--- src/rtl/cma_pkg.sv ---
package cma_pkg;
   // Who owns the result bus in the next cycle.
   typedef enum logic [1:0] {
      DRV_NONE = 2'd0,
      DRV_WIN  = 2'd1,
      DRV_PARK = 2'd2
   } drive_e;

   localparam int unsigned MAX_CASCADE = 8;
endpackage

--- src/rtl/cma_seg_pick.sv ---
// Reduces per-segment results to one local result.
module cma_seg_pick #(
   parameter int SEG_N         = 4,
   parameter int SEG_IDX_W     = 14,
   parameter bit LOW_SEG_FIRST = 1'b1,
   localparam int SEL_W        = $clog2(SEG_N)
) (
   input  logic [SEG_N-1:0]           seg_hit,
   input  logic [SEG_N-1:0]           seg_many,
   input  logic [SEG_N*SEG_IDX_W-1:0] seg_idx,
   output logic                       any_hit,
   output logic [SEL_W-1:0]           sel,
   output logic [SEG_IDX_W-1:0]       loc,
   output logic                       multi
);
   assign any_hit = |seg_hit;
   assign multi   = ($countones(seg_hit) > 1) || (|(seg_hit & seg_many));

   generate
      if (LOW_SEG_FIRST) begin : g_low
         // Walk downward so the smallest hitting segment is written last.
         always_comb begin
            sel = '0;
            loc = '0;
            for (int s = SEG_N - 1; s >= 0; s--) begin
               if (seg_hit[s]) begin
                  sel = SEL_W'(s);
                  loc = seg_idx[s*SEG_IDX_W +: SEG_IDX_W];
               end
            end
         end
      end else begin : g_high
         always_comb begin
            sel = '0;
            loc = '0;
            for (int s = 0; s < SEG_N; s++) begin
               if (seg_hit[s]) begin
                  sel = SEL_W'(s);
                  loc = seg_idx[s*SEG_IDX_W +: SEG_IDX_W];
               end
            end
         end
      end
   endgenerate
endmodule

--- src/rtl/cma_cascade_gate.sv ---
// Keeps only match lines from devices with a smaller identifier.
module cma_cascade_gate #(
   parameter int DEV_N = 8,
   localparam int ID_W = $clog2(DEV_N)
) (
   input  logic [ID_W-1:0]  dev_id,
   input  logic [DEV_N-2:0] up_match,
   output logic             blocked
);
   logic [DEV_N-2:0] counted;

   for (genvar j = 0; j < DEV_N - 1; j++) begin : g_line
      assign counted[j] = up_match[j] && (dev_id > ID_W'(j));
   end

   assign blocked = |counted;
endmodule

--- src/rtl/cma_out_stage.sv ---
// Registered ownership, word and strap-gated control outputs.
module cma_out_stage #(
   parameter int BUS_W = 21
) (
   input  logic             clk,
   input  logic             rst_n,
   input  logic             last_dev,
   input  logic             last_sram,
   input  logic             lk_valid,
   input  logic             hit,
   input  logic             blocked,
   input  logic             multi,
   input  logic             wr_op,
   input  logic [BUS_W-1:0] word,
   output logic             mm_pull,
   output logic             idx_oe,
   output logic [BUS_W-1:0] idx_bus,
   output logic             fb_oe,
   output logic             fb_valid,
   output logic             fb_ack,
   output logic             sram_oe,
   output logic             sram_ce,
   output logic             sram_we
);
   import cma_pkg::*;

   drive_e drv;
   logic   seen_hit;

   assign seen_hit = lk_valid && (hit || blocked);

   always_comb begin
      if (lk_valid && hit && !blocked)
         drv = DRV_WIN;
      else if (last_sram && !seen_hit)
         drv = DRV_PARK;
      else
         drv = DRV_NONE;
   end

   always_ff @(posedge clk or negedge rst_n) begin
      if (!rst_n) begin
         mm_pull  <= 1'b0;
         idx_oe   <= 1'b0;
         idx_bus  <= '0;
         fb_oe    <= 1'b0;
         fb_valid <= 1'b0;
         fb_ack   <= 1'b0;
         sram_oe  <= 1'b0;
         sram_ce  <= 1'b0;
         sram_we  <= 1'b0;
      end else begin
         mm_pull  <= lk_valid && hit && (multi || blocked);
         idx_oe   <= (drv != DRV_NONE);
         idx_bus  <= (drv == DRV_WIN) ? word : '0;
         fb_oe    <= last_dev;
         fb_valid <= last_dev && lk_valid;
         fb_ack   <= last_dev && seen_hit;
         sram_oe  <= last_sram;
         sram_ce  <= last_sram && (seen_hit || wr_op);
         sram_we  <= last_sram && wr_op;
      end
   end
endmodule

--- src/rtl/cascade_match_arbiter.sv ---
module cascade_match_arbiter #(
   parameter int DEV_N         = 8,
   parameter int SEG_N         = 4,
   parameter int SEG_IDX_W     = 14,
   parameter int LT_W          = 2,
   parameter bit LOW_SEG_FIRST = 1'b1,
   localparam int ID_W         = $clog2(DEV_N),
   localparam int SEL_W        = $clog2(SEG_N),
   localparam int BUS_W        = LT_W + ID_W + SEL_W + SEG_IDX_W
) (
   input  logic                       clk,
   input  logic                       rst_n,
   input  logic [ID_W-1:0]            dev_id,
   input  logic                       last_dev,
   input  logic                       last_sram,
   input  logic                       lk_valid,
   input  logic [LT_W-1:0]            lk_type,
   input  logic [SEG_N-1:0]           seg_hit,
   input  logic [SEG_N-1:0]           seg_many,
   input  logic [SEG_N*SEG_IDX_W-1:0] seg_idx,
   input  logic                       wr_op,
   input  logic [DEV_N-2:0]           up_match,
   output logic                       match_out,
   output logic                       mm_pull,
   output logic                       idx_oe,
   output logic [BUS_W-1:0]           idx_bus,
   output logic                       fb_oe,
   output logic                       fb_valid,
   output logic                       fb_ack,
   output logic                       sram_oe,
   output logic                       sram_ce,
   output logic                       sram_we
);
   // Elaboration-time parameter checks.
   if (DEV_N < 2 || DEV_N > int'(cma_pkg::MAX_CASCADE) || (DEV_N & (DEV_N - 1)) != 0) begin : g_bad_dev
      $error("DEV_N must be a power of two from 2 to 8");
   end
   if (SEG_N < 2 || (SEG_N & (SEG_N - 1)) != 0) begin : g_bad_seg
      $error("SEG_N must be a power of two of at least 2");
   end
   if (SEG_IDX_W < 1 || LT_W < 1) begin : g_bad_w
      $error("SEG_IDX_W and LT_W must be positive");
   end

   logic                 hit;
   logic                 multi;
   logic                 blocked;
   logic [SEL_W-1:0]     sel;
   logic [SEG_IDX_W-1:0] loc;
   logic [BUS_W-1:0]     word;

   cma_seg_pick #(
      .SEG_N        (SEG_N),
      .SEG_IDX_W    (SEG_IDX_W),
      .LOW_SEG_FIRST(LOW_SEG_FIRST)
   ) u_pick (
      .seg_hit (seg_hit),
      .seg_many(seg_many),
      .seg_idx (seg_idx),
      .any_hit (hit),
      .sel     (sel),
      .loc     (loc),
      .multi   (multi)
   );

   cma_cascade_gate #(
      .DEV_N(DEV_N)
   ) u_gate (
      .dev_id  (dev_id),
      .up_match(up_match),
      .blocked (blocked)
   );

   assign match_out = lk_valid && hit;
   assign word      = {lk_type, dev_id, sel, loc};

   cma_out_stage #(
      .BUS_W(BUS_W)
   ) u_out (
      .clk      (clk),
      .rst_n    (rst_n),
      .last_dev (last_dev),
      .last_sram(last_sram),
      .lk_valid (lk_valid),
      .hit      (hit),
      .blocked  (blocked),
      .multi    (multi),
      .wr_op    (wr_op),
      .word     (word),
      .mm_pull  (mm_pull),
      .idx_oe   (idx_oe),
      .idx_bus  (idx_bus),
      .fb_oe    (fb_oe),
      .fb_valid (fb_valid),
      .fb_ack   (fb_ack),
      .sram_oe  (sram_oe),
      .sram_ce  (sram_ce),
      .sram_we  (sram_we)
   );
endmodule

--- config.mk ---
export PLATFORM = sky130hd
export DESIGN_NAME = cascade_match_arbiter
export DESIGN_NICKNAME = d
export VERILOG_FILES = /design/src/rtl/cma_pkg.sv /design/src/rtl/cma_seg_pick.sv /design/src/rtl/cma_cascade_gate.sv /design/src/rtl/cma_out_stage.sv /design/src/rtl/cascade_match_arbiter.sv
export SDC_FILE = /design/constraint.sdc
export NUM_CORES = 1
export LEC_CHECK = 0
export ABC_AREA = 0
export CAP_MARGIN = 20
export CELL_PAD_IN_SITES_DETAIL_PLACEMENT = 1
export CELL_PAD_IN_SITES_GLOBAL_PLACEMENT = 2
export CORE_MARGIN = 2
export CORE_UTILIZATION = 17
export CTS_BUF_LIST = sky130_fd_sc_hd__clkbuf_4 sky130_fd_sc_hd__clkbuf_8
export CTS_CLUSTER_SIZE = 25
export DETAILED_ROUTE_END_ITERATION = 10
export PLACE_DENSITY_LB_ADDON = 0.1
export SYNTH_ARGS = -nofsm -noshare
export SYNTH_HDL_FRONTEND = slang
export SYNTH_SLANG_ARGS = --single-unit
--- constraint.sdc ---
create_clock -name clk -period 1.1 [get_ports clk]
set_input_delay 0.165 -clock clk [delete_from_list [all_inputs] [get_ports clk]]
set_output_delay 0.165 -clock clk [all_outputs]
set_load 0.05 [all_outputs]
# Yosys cells after proc, flatten, opt, wreduce, memory -nomap -nowiden
# Index checks and enable logic that the tools add are counted.
# word_totals
ff_bits,29
latchBits,0
mem_bits_rw,0
romBits,0
in_bits,82
output_inout_bits,30
memories,0
# op_classes
n_addsub,3
mul,0
div,0
n_lt_le_gt_ge,8
eq_ne,1
shifts,0
n_mux,11
bitwise_logic,1
n_reduce_logical,26
# ops
cell,count
$mux W14,4
$add A32 B32 Y32,1
$gt A32 B2 Y1 const B,1
$mux W21,1
$logic_and A1 B1 Y1,16
$mux W2,6
$gt A3 B3 Y1 const B,3
$reduce_or A4 Y1,2
$reduce_or A7 Y1,1
$gt A3 B1 Y1 const B,2
$gt A3 B2 Y1 const B,2
$add A1 B1 Y2,2
$and A4 B4 Y4,1
$logic_or A1 B1 Y1,4
$eq A2 B1 Y1 const B,1
$logic_not A1 Y1,2
$reduce_bool A2 Y1,1

# Longest topological paths before layout
# depth
depth_word,11
depth_mapped,8

# Cells and area by module
# From an unflattened synthesis, not the netlist that was laid out.
# hier_totals
hier_cells,142
hier_area_um2,1659.1
# by_module_without_submodules
mod,n_inst,cells_per_inst,area_per_inst_um2
cma_out_stage,1,62,958.4
cma_seg_pick,1,68,628.1
cma_cascade_gate,1,11,66.3
cascade_match_arbiter,1,1,6.3

# Worst setup path before layout
# Ideal clock, no wire load.
# synth_timing
path_kind,input to register
startpoint,in seg_hit[2]
endpoint,reg u_out.idx_bus[0]
setup_time_ps,87
t_arrival_ps,1672
required_ps,1013
path_slack_ps,-658
stages,8
path_cell_list,clkbuf_1 inv_1 ha_1 nand2_1 nand2_1 or4b_4 buf_6 a211oi_2
# synth_between
elab_chain_len,9
word_cells_on_any_way,14
classes_between,1 x eq/ne; 6 x mux; 7 x reduce/logical
# synth_rtl
element,line_no,rtl
from (decl),cascade_match_arbiter.sv:18,"input logic [SEG_N-1:0] seg_hit,"
$reduce_or A4 Y1,cma_seg_pick.sv:16,assign any_hit = |seg_hit;
$logic_or A1 B1 Y1,cma_out_stage.sv:30,assign seen_hit = lk_valid && (hit || blocked);
$logic_and A1 B1 Y1,cma_out_stage.sv:30,
$logic_not A1 Y1,cma_out_stage.sv:35,else if (last_sram && !seen_hit)
$logic_and A1 B1 Y1,cma_out_stage.sv:35,
$mux W2,cma_out_stage.sv:35,
$mux W2,cma_out_stage.sv:33,if (lk_valid && hit && !blocked)
$eq A2 B1 Y1,cma_out_stage.sv:55,idx_bus <= (drv == DRV_WIN) ? word : '0;
$mux W21 (*),cma_out_stage.sv:55,
to (signal assigned),cma_out_stage.sv:55,
to (decl),cma_out_stage.sv:17,"output logic [BUS_W-1:0] idx_bus,"
# Every way passes the cells marked *; elsewhere a longest branch is shown, timed or not.

# Final worst setup path
# layout_timing
startpoint,in up_match[1]
endpoint,reg u_out.idx_bus[12]
# layout_between
elab_chain_len,10
word_cells_on_any_way,12
classes_between,1 x eq/ne; 3 x mux; 8 x reduce/logical
# layout_rtl
element,line_no,rtl
from (decl),cascade_match_arbiter.sv:22,"input logic [DEV_N-2:0] up_match,"
$logic_and A1 B1 Y1 (*),cma_cascade_gate.sv:13,assign counted[j] = up_match[j] && (dev_id > ID_W'(j));
$reduce_or A7 Y1 (*),cma_cascade_gate.sv:16,assign blocked = |counted;
$logic_or A1 B1 Y1,cma_out_stage.sv:30,
$logic_and A1 B1 Y1,cma_out_stage.sv:30,
$logic_not A1 Y1,cma_out_stage.sv:35,
$logic_and A1 B1 Y1,cma_out_stage.sv:35,
$mux W2,cma_out_stage.sv:35,
$mux W2 (*),cma_out_stage.sv:33,
$eq A2 B1 Y1 (*),cma_out_stage.sv:55,
$mux W21 (*),cma_out_stage.sv:55,
# Marked as above.

==> metrics.txt <==
Vias/cell=4.32; Die Wd=98.5 µm; max_cap viols=0; register area share after synthesis=0.478; clock slew at reported path FFs=0.06 ns; gr usage total=0.145; Clk pwr share=0.291; Gate power share=0.354; Setup Crit Path Kind=primary input to register; CTS Buf Count=5; P_sw=959 µW; Internal=2.26 mW; fraction of layout cells with a size suffix above 1=0.439; grt ovf=0; Hold Crit Class=primary input to register; Layout area overhead=134%; P_leak=1.50 nW; flops & latches, synth=29; critical-path cell list=buf_8, o32ai_4, nor2_2, or4b_4, buf_6, buf_8, a211oi_2; top cells by area, synth=dfrtp_1 (48%), a211oi_2 (12%), a22oi_1 (6.4%); cell area power density=905 nW/µm²; Reg power frac=0.356; GP Congestion=0.718; Startpoint Class=primary input; most common cell after layout, fill and taps aside=clkdlybuf4s50_1; worst slew pin tran=0.984 ns; status=complete, but fails checks; H-tree depth=2; I/O Buffers=111; largest net degree at the start of global routing=30; Fin. Hold Viols=0; final instance area=3560 µm²; DP Area=3260 µm²; Yosys cell types=28; vias in the first global route=1937; WP data required=1.30 ns; DRC=0; switching share of power=0.298; Achievable Freq=0.714 GHz; 1st-pass router iterations=4; Worst Path Max Fanout=5; Mapped Avg Cell Area=11.2 µm²; clk root buf=clkbuf_8; setup tns final=-4.82 ns; First DRT Iteration DRCs=36; synthesized cell area=1520 µm²; initial antenna violation count=0; Slowest cell on crit path=or4b_4; first-pass GRT wire length=10.8 mm; Yosys warnings=0; VDD IR max=0.409 mV; Relative slew margins=0.343; I/O pin count=112; num rows=34; final setup vio count=21; DRT antenna net count=0; CP endpoint kind=register; most frequent cells in the layout=clkdlybuf4s50_1 (66), buf_12 (33), dfrtp_1 (29), buf_4 (23); Final min period=1.40 ns; deepest clock path buffer count=2; Post-Syn Instances=136; total number of vias=1677; Starting Density=0.175; NumNets Final=369; # diodes=0; RSZ-0062 raised after global routing=true; Sink Count=29; failing checks=negative setup slack; Final WS setup=-0.300 ns; Core Region=8680 µm²; share of the synthesized area in the top cell type=0.478; most frequent CP cell=buf_8; slowest cell delay on critical path=0.58 ns; Tcrit/Tclk final=1.27; Die ar.=9710 µm²; critical path arrival=1.60 ns; Routed Wire Length=6.69 mm; largest area contributor in the netlist=dfrtp_1; Net Count, Synth=225; WL per Instance=17.2 µm; Slew Viols, Final=0; CTS tree=done; Die Ht=98.5 µm; post-DP HPWL=4.78 mm
-- state kept, by name (all words and copies together), names as in the netlist --
name and count:
u_out.fb_valid 1, u_out.mm_pull 1, u_out.fb_oe 1, u_out.sram_ce 1, u_out.idx_bus 21, u_out.idx_oe 1
u_out.fb_ack 1, u_out.sram_we 1, u_out.sram_oe 1
-- metrics by stage --
stage          hold WS [ns]   util  power [mW]  worst slack, ns  std cells
6_report              0.193  0.410        3.22           -0.300        388
2_1_floorplan        -0.131      -        1.53           -0.466        136
4_1_cts               0.190  0.414        3.28           -0.469        390
5_1_grt               0.199  0.410        3.39           -0.353        388
3_5_place_dp          0.554  0.375        2.23           -0.970        370
3_3_place_gp          0.563  0.375        2.23           -0.918        370
-- worst paths after layout --
check / from / end / slack, ns / cells after the start
min in group asynchronous: rst_n / u_out.idx_bus[6] / 0.24 / 2
setup / recovery: up_match[1] / u_out.idx_bus[12] / -0.30 / 7
hold / removal: seg_hit[0] / u_out.idx_bus[15] / 0.19 / 3
max in group asynchronous: rst_n / u_out.idx_bus[16] / 0.68 / 2
-- final cells by class --
type                            count  area [µm²]
Timing Repair Buffer              145        1720
Multi-Input combinational cell     86         830
Fill cell                         974        5120
Sequential cell                    29         726
Clock buffer                        7        90.1
Inverter                           13        55.1
Tap cell                          108         135
-- metal layers --
metal,GRT usage,part of all wire
met5,0,0
met4,0.0316,0.0090
met1,0.190,0.44
met2,0.248,0.49
met3,0.0312,0.053
-- kinds of logic after synthesis --
kind of cell,share of synthesized area
adders and majority gates,0.0626
and+or+nand+nor,0.0865
AOI/OAI and AO/OA,0.311
buffers and inverters,0.0626
DFF,0.478
-- worst max-delay path, delay by kind of cell --
kind                   cells  cell delay (ns)
AOI/OAI and AO/OA          2             0.39
buffers and inverters      3             0.39
and+or+nand+nor            2             0.65
-- synth_stat cells, drive strengths merged --
| cell | n |
|---|---|
| and2 | 1 |
| inv | 13 |
| o21ai | 3 |
| and4 | 1 |
| a21oi | 2 |
| o221a | 1 |
| a222oi | 1 |
| nor2 | 10 |
| or4b | 1 |
| buf | 3 |
| nor4 | 1 |
| clkbuf | 5 |
| and4b | 1 |
| a211oi | 15 |
| o32ai | 1 |
| fa | 1 |
| o22ai | 15 |
| ha | 6 |
| dfrtp | 29 |
| nand2 | 7 |
| nor3 | 1 |
| o31ai | 1 |
| a31oi | 2 |
| a41oi | 1 |
| and3 | 1 |
| a22oi | 13 |
-- power by group through the flow --
stage / Combinational [mW] / Sequential (mW) / Clock (mW)
final: 1.14 / 1.15 / 0.936
after global routing: 1.22 / 1.15 / 1.02
after CTS: 1.17 / 1.15 / 0.969
after detailed placement: 1.06 / 1.17 / 0
after global placement: 1.06 / 1.17 / 0
after floorplan: 0.240 / 1.29 / 0
-- what timing repair did --
action / CTS / global route
gates cloned: 3 / 0
pin swaps: 15 / 15
endpoints found under the setup margin: 26 / 25
buffers inserted: 15 / 4
hold buffers: 0 / 0
gates resized for setup: 83 / 20
No activity file was read; power rests on OpenSTA's default activity.
